--- src/rtl/dac_stream_pkg.sv ---
package dac_stream_pkg;

    typedef enum logic [1:0] {
        ST_IDLE   = 2'd0,
        ST_SHIFT  = 2'd1,
        ST_SETTLE = 2'd2
    } stream_state_e;

endpackage

--- src/rtl/dac_sclk_gen.sv ---
// Serial clock generator: divides clk by 2*HALF_DIV and flags the cycle
// before each rising edge of the internal serial clock.
module dac_sclk_gen #(
    parameter int HALF_DIV = 2
) (
    input  logic clk,
    input  logic rst_n,
    output logic sclk,
    output logic lead
);

    logic flip;

    generate
        if (HALF_DIV <= 1) begin : g_fast
            assign flip = 1'b1;
        end else begin : g_div
            localparam int DW = $clog2(HALF_DIV);
            localparam logic [DW-1:0] LAST = DW'(HALF_DIV - 1);
            logic [DW-1:0] div_q;

            always_ff @(posedge clk or negedge rst_n) begin
                if (!rst_n) begin
                    div_q <= '0;
                end else if (div_q == LAST) begin
                    div_q <= '0;
                end else begin
                    div_q <= div_q + 1'b1;
                end
            end

            assign flip = (div_q == LAST);
        end
    endgenerate

    assign lead = flip && !sclk;

    always_ff @(posedge clk or negedge rst_n) begin
        if (!rst_n) begin
            sclk <= 1'b0;
        end else if (flip) begin
            sclk <= ~sclk;
        end
    end

endmodule

--- src/rtl/dac_rate_timer.sv ---
// Counts serial periods; tick marks the boundary that ends each sample period.
module dac_rate_timer #(
    parameter int PERIOD = 18
) (
    input  logic clk,
    input  logic rst_n,
    input  logic lead,
    output logic tick
);

    localparam int TW = $clog2(PERIOD);
    localparam logic [TW-1:0] LAST = TW'(PERIOD - 1);

    logic [TW-1:0] cnt_q;

    always_ff @(posedge clk or negedge rst_n) begin
        if (!rst_n) begin
            cnt_q <= '0;
        end else if (lead) begin
            if (cnt_q == LAST) begin
                cnt_q <= '0;
            end else begin
                cnt_q <= cnt_q + 1'b1;
            end
        end
    end

    assign tick = lead && (cnt_q == LAST);

endmodule

--- src/rtl/dac_word_shifter.sv ---
// Parallel-load, left-shifting register with zero fill; msb drives the line.
module dac_word_shifter #(
    parameter int WORD_W = 16
) (
    input  logic              clk,
    input  logic              rst_n,
    input  logic              load_en,
    input  logic [WORD_W-1:0] load_word,
    input  logic              shift_en,
    output logic              msb
);

    logic [WORD_W-1:0] sh_q;

    always_ff @(posedge clk or negedge rst_n) begin
        if (!rst_n) begin
            sh_q <= '0;
        end else if (load_en) begin
            sh_q <= load_word;
        end else if (shift_en) begin
            sh_q <= {sh_q[WORD_W-2:0], 1'b0};
        end
    end

    assign msb = sh_q[WORD_W-1];

endmodule

--- src/rtl/dac_strobe_delay.sv ---
// One serial period of delay on the frame, clocked at serial period boundaries.
module dac_strobe_delay (
    input  logic clk,
    input  logic rst_n,
    input  logic lead,
    input  logic d,
    output logic q
);

    always_ff @(posedge clk or negedge rst_n) begin
        if (!rst_n) begin
            q <= 1'b1;
        end else if (lead) begin
            q <= d;
        end
    end

endmodule

--- src/rtl/dac_stream_pacer.sv ---
module dac_stream_pacer #(
    parameter int WORD_W   = 16,
    parameter int HALF_DIV = 2,
    parameter int PERIOD   = 18
) (
    input  logic              clk,
    input  logic              rst_n,
    input  logic              in_valid,
    input  logic [WORD_W-1:0] in_data,
    output logic              in_ready,
    output logic              dac_clk,
    output logic              sdata,
    output logic              frame_n,
    output logic              load,
    output logic              underflow
);
    import dac_stream_pkg::*;

    localparam int BW = $clog2(WORD_W);
    localparam logic [BW-1:0] LAST_BIT = BW'(WORD_W - 1);

    logic              sclk;
    logic              lead;
    logic              tick;
    stream_state_e     state_q;
    stream_state_e     state_d;
    logic [BW-1:0]     bit_q;
    logic [WORD_W-1:0] held_q;
    logic              frame_q;
    logic              uf_q;
    logic              last_bit;
    logic              shift_en;
    logic [WORD_W-1:0] word_pick;

    dac_sclk_gen #(.HALF_DIV(HALF_DIV)) u_sclk (
        .clk   (clk),
        .rst_n (rst_n),
        .sclk  (sclk),
        .lead  (lead)
    );

    dac_rate_timer #(.PERIOD(PERIOD)) u_timer (
        .clk   (clk),
        .rst_n (rst_n),
        .lead  (lead),
        .tick  (tick)
    );

    assign in_ready  = tick && (state_q == ST_IDLE);
    assign last_bit  = (bit_q == LAST_BIT);
    assign shift_en  = lead && (state_q == ST_SHIFT);
    assign word_pick = in_valid ? in_data : held_q;

    // Next state
    always_comb begin
        state_d = state_q;
        unique case (state_q)
            ST_IDLE:   if (in_ready)             state_d = ST_SHIFT;   // start
            ST_SHIFT:  if (lead && last_bit)     state_d = ST_SETTLE;  // last bit
            ST_SETTLE: if (lead)                 state_d = ST_IDLE;    // release
            default:                             state_d = ST_IDLE;
        endcase
    end

    // State register
    always_ff @(posedge clk or negedge rst_n) begin
        if (!rst_n) begin
            state_q <= ST_IDLE;
        end else begin
            state_q <= state_d;
        end
    end

    // Registered outputs and per-word bookkeeping
    always_ff @(posedge clk or negedge rst_n) begin
        if (!rst_n) begin
            frame_q <= 1'b1;
            bit_q   <= '0;
            held_q  <= '0;
            uf_q    <= 1'b0;
        end else if (in_ready) begin
            frame_q <= 1'b0;
            bit_q   <= '0;
            if (in_valid) begin
                held_q <= in_data;
            end else begin
                uf_q <= 1'b1;
            end
        end else if (shift_en) begin
            bit_q <= bit_q + 1'b1;
            if (last_bit) begin
                frame_q <= 1'b1;
            end
        end
    end

    dac_word_shifter #(.WORD_W(WORD_W)) u_shift (
        .clk       (clk),
        .rst_n     (rst_n),
        .load_en   (in_ready),
        .load_word (word_pick),
        .shift_en  (shift_en),
        .msb       (sdata)
    );

    dac_strobe_delay u_strobe (
        .clk   (clk),
        .rst_n (rst_n),
        .lead  (lead),
        .d     (frame_q),
        .q     (load)
    );

    assign dac_clk   = ~sclk;
    assign frame_n   = frame_q;
    assign underflow = uf_q;

endmodule

--- config.mk ---
export PLATFORM = sky130hd
export DESIGN_NAME = dac_stream_pacer
export DESIGN_NICKNAME = d
export VERILOG_FILES = /design/src/rtl/dac_stream_pkg.sv /design/src/rtl/dac_sclk_gen.sv /design/src/rtl/dac_rate_timer.sv /design/src/rtl/dac_word_shifter.sv /design/src/rtl/dac_strobe_delay.sv /design/src/rtl/dac_stream_pacer.sv
export SDC_FILE = /design/constraint.sdc
export NUM_CORES = 1
export LEC_CHECK = 0
export BUFFER_PORTS_ARGS = -buffer_cell sky130_fd_sc_hd__buf_2
export CORE_ASPECT_RATIO = 2
export CORE_MARGIN = 2
export CORE_UTILIZATION = 58
export DETAILED_ROUTE_END_ITERATION = 7
export PLACE_DENSITY = 0.9
export SLEW_MARGIN = 5
export SYNTH_ARGS = -nofsm -noshare
export SYNTH_HDL_FRONTEND = slang
export SYNTH_HIERARCHICAL = 1
export SYNTH_SLANG_ARGS = --single-unit
export TNS_END_PERCENT = 10
--- constraint.sdc ---
create_clock -name clk -period 3 [get_ports clk]
set_input_delay 0.3 -clock clk [delete_from_list [all_inputs] [get_ports clk]]
set_output_delay 0.3 -clock clk [all_outputs]
set_load 0.02 [all_outputs]
### Yosys cells after proc, flatten, opt, wreduce, memory -nomap -nowiden

Cells that the tools add are included.

| storage, ports and cells | value |
|---|---|
| register bits after elaboration | 48 |
| bits of input ports | 19 |
| output and inout port bits | 6 |
| logic and storage cells | 48 |

| cells by class | value |
|---|---|
| add/subtract/negate cells | 3 |
| eq/ne operators | 7 |
| muxes and demuxes | 14 |
| bitwise gates (word level) | 2 |
| reduce and logical (&&, ||, !) cells | 12 |

Operators with widths:

| cell | count |
|---|---|
| 16-bit 2-to-1 mux | 3 |
| 4-bit 2-to-1 mux | 2 |
| 2-bit 2-to-1 mux | 3 |
| 2-bit case mux with 3 select lines | 1 |
| 5-bit by 1-bit adder with 5-bit output, second input constant | 1 |
| 5-bit equality test, second input constant | 1 |
| 1-bit logical AND | 5 |
| 5-bit 2-to-1 mux | 1 |
| 4-bit by 1-bit adder with 4-bit output, second input constant | 1 |
| 4-bit equality test, second input constant | 1 |
| 1-bit 2-to-1 mux | 4 |
| 2-bit inequality test, second input constant | 2 |
| 2-bit AND reduction | 2 |
| 2-bit nonzero test | 2 |
| 3-bit AND reduction | 1 |
| 2-bit by 1-bit equality test with 1-bit output, second input constant | 1 |
| 2-bit equality test, second input constant | 1 |
| 2-bit zero test | 1 |
| 2-bit by 1-bit inequality test with 1-bit output, second input constant | 1 |
| 1-bit inverter | 2 |
| 1-bit adder, second input constant | 1 |
| 1-bit zero test | 1 |

### Logic depth before layout (Yosys ltp)

| depth | value |
|---|---|
| depth after elaboration | 6 |
| mapped depth | 10 |
| mapped depth without buffers | 8 |

### Hierarchy

Netlist, hierarchy kept.

Modules (own cells, without submodules):

| module | instances | cells each | area an instance (µm²) | sequential area each (µm²) |
|---|---|---|---|---|
| dac_stream_pacer | 1 | 119 | 1184.9 | 601.8 |
| dac_word_shifter | 1 | 69 | 742.0 | 400.4 |
| dac_rate_timer | 1 | 26 | 284.0 | 125.1 |
| dac_sclk_gen | 1 | 5 | 68.8 | 50.0 |
| dac_strobe_delay | 1 | 2 | 41.3 | 26.3 |

### Least setup slack after synthesis

No wires, ideal clock.

| timing path | value |
|---|---|
| kind | register -> register |
| start | register u_sclk.sclk |
| end | register u_shift.sh_q[14] |
| setup time | 0.135 ns |
| arrival | 2.069 ns |
| data required time | 2.865 ns |
| setup slack | 0.796 ns |
| stages on the path, launching flop included | 9 |
| path buffers | 3 |
| cell sequence | dfrtp_1 nor2b_1 clkbuf_2 and2_2 or3b_4 inv_2 buf_8 clkbuf_1 o21ai_0 |

| between the ends | value |
|---|---|
| longest elaborated chain between the ends | 5 |
| elaborated cells on any way between the ends | 7 |
| classes of those cells | mux: 1; reduce/logical: 6 |

Ends and longest elaborated chain:

| element | RTL line | text |
|---|---|---|
| start: declaration | dac_sclk_gen.sv:8 | `output logic sclk,` |
| start signal: assignment | dac_sclk_gen.sv:42 | `sclk <= ~sclk;` |
| 1-bit zero test * | dac_sclk_gen.sv:36 | `assign lead = flip && !sclk;` |
| 1-bit logical AND * | dac_sclk_gen.sv:36 |  |
| net lead | dac_stream_pacer.sv:23 | `logic lead;` |
| 1-bit logical AND * | dac_rate_timer.sv:28 | `assign tick = lead && (cnt_q == LAST);` |
| net tick | dac_stream_pacer.sv:24 | `logic tick;` |
| 1-bit logical AND * | dac_stream_pacer.sv:49 | `assign in_ready = tick && (state_q == ST_IDLE);` |
| net in_ready | dac_stream_pacer.sv:10 | `output logic in_ready,` |
| 16-bit 2-to-1 mux / 2-bit nonzero test (equally long branches) | - |  |
| end signal: assignment | dac_word_shifter.sv:19 | `sh_q <= load_word;` |
| end signal: assignment | dac_word_shifter.sv:21 | `sh_q <= {sh_q[WORD_W-2:0], 1'b0};` |
| end: declaration | dac_word_shifter.sv:13 | `logic [WORD_W-1:0] sh_q;` |

The timed path passes the listed nets; every way through them passes the cells marked *.
A chain may end at the register's enable or synchronous reset.

### Worst setup path after layout

| timing path | value |
|---|---|
| start | register u_timer.cnt_q[1] |
| end | output port in_ready |

| between the ends | value |
|---|---|
| longest elaborated chain between the ends | 3 |

Ends and longest elaborated chain:

| element | RTL line | text |
|---|---|---|
| start: declaration | dac_rate_timer.sv:14 | `logic [TW-1:0] cnt_q;` |
| start signal: assignment | dac_rate_timer.sv:23 | `cnt_q <= cnt_q + 1'b1;` |
| 5-bit equality test | dac_rate_timer.sv:28 |  |
| 1-bit logical AND | dac_rate_timer.sv:28 |  |
| net tick | dac_stream_pacer.sv:24 |  |
| 1-bit logical AND | dac_stream_pacer.sv:49 |  |
| end: declaration | dac_stream_pacer.sv:10 |  |

The timed path passes the listed nets, and every way through them passes these cells.

==> flow_summary.toml <==
[pwr]
p_per_area_mw_per_mm2 = 430
p_sw_share_pct = 21.2
p_comb_share_pct = 4.4
p_int_mw = 0.852
ir_drop_uv = 380
pwr-share-seq_pct = 59.9
pwr-share-clk_pct = 35.8
p_switching_mw = 0.229
p_leak_nw = 1.07

[timing]
max_freq_mhz = 369
min_period_ns = 2.71
fin_skew_ns = 0.00750
finalSetupViolCount = 0
slew_headroom_pct = 32.6
worstMarginPinSlew_ns = 1.01
hold_slack_ns = 0.159
slew_violations = 0
rsz0062_at_grt = "false"
hold_viol = 0
period_share_pct = 90.4
setup_tns_ns = 0

[critical_path]
start_kind = "register"
cpPeakStageDelay_ns = 0.49
worst-path-max-fanout = 22
crit_required_ns = 2.70
worstPathCellList = "inv_1 > ha_1 > nor4bb_4 > and2_2 > or3b_4 > inv_2 > buf_2"
critPathArrivalTime_ns = 2.41
criticalPathCategory = "register to primary output"
crit_slowest_cell = "or3b_4"
cp-end-kind = "primary output"

[detailed_routing]
drt-total-wl_um = 3830
drtPass1Iterations = 4
num_vias = 1543
drc = 0
ant_nets = 0
drt-vias-per-instance = 5.23
drtIter0Drc = 38
wl_per_cell_um = 13.0

[synthesis]
synth_mux_area_share_pct = 16.2
synth_top_family_by_area = "simple AND/OR/NAND/NOR gates"
syn_area_mm2 = 0.00232
synth_warnings = 6
syn_area_per_cell_um2 = 10.5
synth_edf_count = 0
synth_xor_area_share_pct = 1.13
async_reset_ff_share_pct = 100
synth.ff_latch_count = 48
synthAdderAreaFrac_pct = 1.62
ys.flop_type = "dfrtp_1"
yosysSeqAreaShare_pct = 51.9
syn_nets = 243
synth_compound_area_share_pct = 7.06
synthSimpleGateAreaFrac_pct = 17.0
ys_types = 40
synthesis.instances = 221

[global_routing]
grt_pass1_vias = 1603
antenna_found_initial = 0
grt_pass1_wl_um = 6730
grt_overflow = 0
track_usage_pct = 19.2
grt_max_degree = 49

[layout]
antenna_cells = 0
layout_commonest_cell = "nand2_1"
fillers = 332
layout-drive-gt1-share_pct = 24.6
layout_common_cells = "nand2_1 (66), dfrtp_1 (46), buf_2 (24)"
instances_no_fill = 295
fin_area_mm2 = 0.00251
nets = 265
syn_to_final_growth_pct = 8.25

[clock_network]
ctsResizeCount = 0
htreeDepth = 2
post_cts_buffers = 0
postCtsHoldBufs = 0
cts.sinks = 48
insertion_delay_ns = 0.30
cts-root-buf = "clkbuf_8"
cts_tree = "yes"
clockBufferDepth = 2
clk_pin_slew_worst_paths_ns = 0.08
cts_inserted_buffers = 5

[floorplanning]
fp.dieW_um = 48.7
io_pins = 25
die_height_um = 93.5
start_util_pct = 60.4
coreArea_mm2 = 0.00384
die_area_mm2 = 0.00455
placementRows = 32

[min_path]
holdCritPathClass = "primary input to async pin"

[run_status]
status = "finished clean"

[placed_design]
port-buffer-count = 24
placedInstanceArea_mm2 = 0.00242
dpl.hpwl_um = 2750
dp_cells = 287
gp_congestion = 0.794

[job]
maxCapViolCount = 0
sequential cells by signal, summed over array words and instances, names as in the netlist:
register       cells
underflow          1
u_strobe/q         1
held_q            16
frame_n            1
u_timer/cnt_q      5
state_q            2
u_sclk/flip        1
u_sclk/sclk        1
bit_q              4
u_shift/sh_q      16
critical path: cells and delay by family, from the launching register on:
kind	cells	cell delay, ns
DFF	1	0.40
and+or+nand+nor	3	0.96
adders and majority gates	1	0.17
buffers and inverters	3	0.59
worst paths after layout:
check	startpoint	endpoint	slack, ns	cells after the start
max reg2reg	u_timer/cnt_q[1]$_DFFE_PN0P_	u_shift/sh_q[10]$_DFFE_PN0P_	0.51	9
max	u_timer/cnt_q[1]$_DFFE_PN0P_	in_ready	0.29	7
min in group clk	in_data[11]	held_q[11]$_DFFE_PN0P_	0.34	4
min reg2reg	u_sclk/flip$_DFF_PN0_	u_sclk/flip$_DFF_PN0_	0.46	1
min	rst_n	u_sclk/flip$_DFF_PN0_	0.16	1
max in group asynchronous	rst_n	held_q[7]$_DFFE_PN0P_	2.20	1
routing by layer:
metal	wire length, µm	part of all wire, %	track usage [%]	vias up
li1	-	-	-	783
met1	1590	41	21.0	739
met2	2070	54	35.0	15
met3	96	2.5	3.51	6
met4	80	2.1	9.29	0
met5	0	0	0	-
power by group through the flow:
stage               Combinational, mW  Sequential [mW]  Clock (mW)
floorplan                      0.0210            0.661           0
global placement               0.0473            0.660           0
detailed placement             0.0483            0.660           0
CTS                            0.0485            0.647       0.397
global route                   0.0531            0.647       0.420
finish                         0.0471            0.647       0.387
through the flow:
stage	util (%)	power (mW)	setup WS [ns]
3_3_place_gp	63.0	0.708	0.619
3_5_place_dp	63.0	0.708	0.532
5_1_grt	65.4	1.12	0.116
2_1_floorplan	-	0.682	0.796
4_1_cts	65.4	1.09	0.261
6_report	65.4	1.08	0.287
cell usage after synthesis, types with 2 or more instances:
| master | count | share of area (%) |
|---|---|---|
| nand3b_1 | 2 | 0.65 |
| xor2_1 | 2 | 0.75 |
| nand2b_1 | 3 | 0.81 |
| mux2i_1 | 17 | 7.3 |
| inv_1 | 4 | 0.65 |
| o21ai_1 | 9 | 1.9 |
| a21o_1 | 2 | 0.65 |
| dfstp_2 | 2 | 2.3 |
| o21ai_0 | 7 | 1.5 |
| mux2_2 | 17 | 8.2 |
| dfrtp_1 | 46 | 50 |
| nand2_1 | 66 | 11 |
| ha_1 | 3 | 1.6 |
| nor2_1 | 7 | 1.1 |
| nor3_1 | 3 | 0.65 |
| buf_6 | 3 | 1.5 |
| buf_2 | 3 | 0.65 |
| nand3_1 | 3 | 0.65 |
area by class of cell:
type                       instances  area, µm²  share of cell area [%]
sequential                        48       1200                    47.9
tap                               51       63.8                    2.54
multi-input combinational        157        998                    39.7
clock buffer                       6       82.6                    3.29
inverter                           5       18.8                   0.747
clock inverter                     2       10.0                   0.398
timing repair buffer              26        135                    5.38
cells by family after synthesis:
kind of cell,Yosys count
and+or+nand+nor,89
AOI/OAI and AO/OA,27
xor gates and xnor gates,3
adders and majority gates,3
muxes,35
DFF,48
buffers and inverters,16
Power figures use the tool's default switching activity.
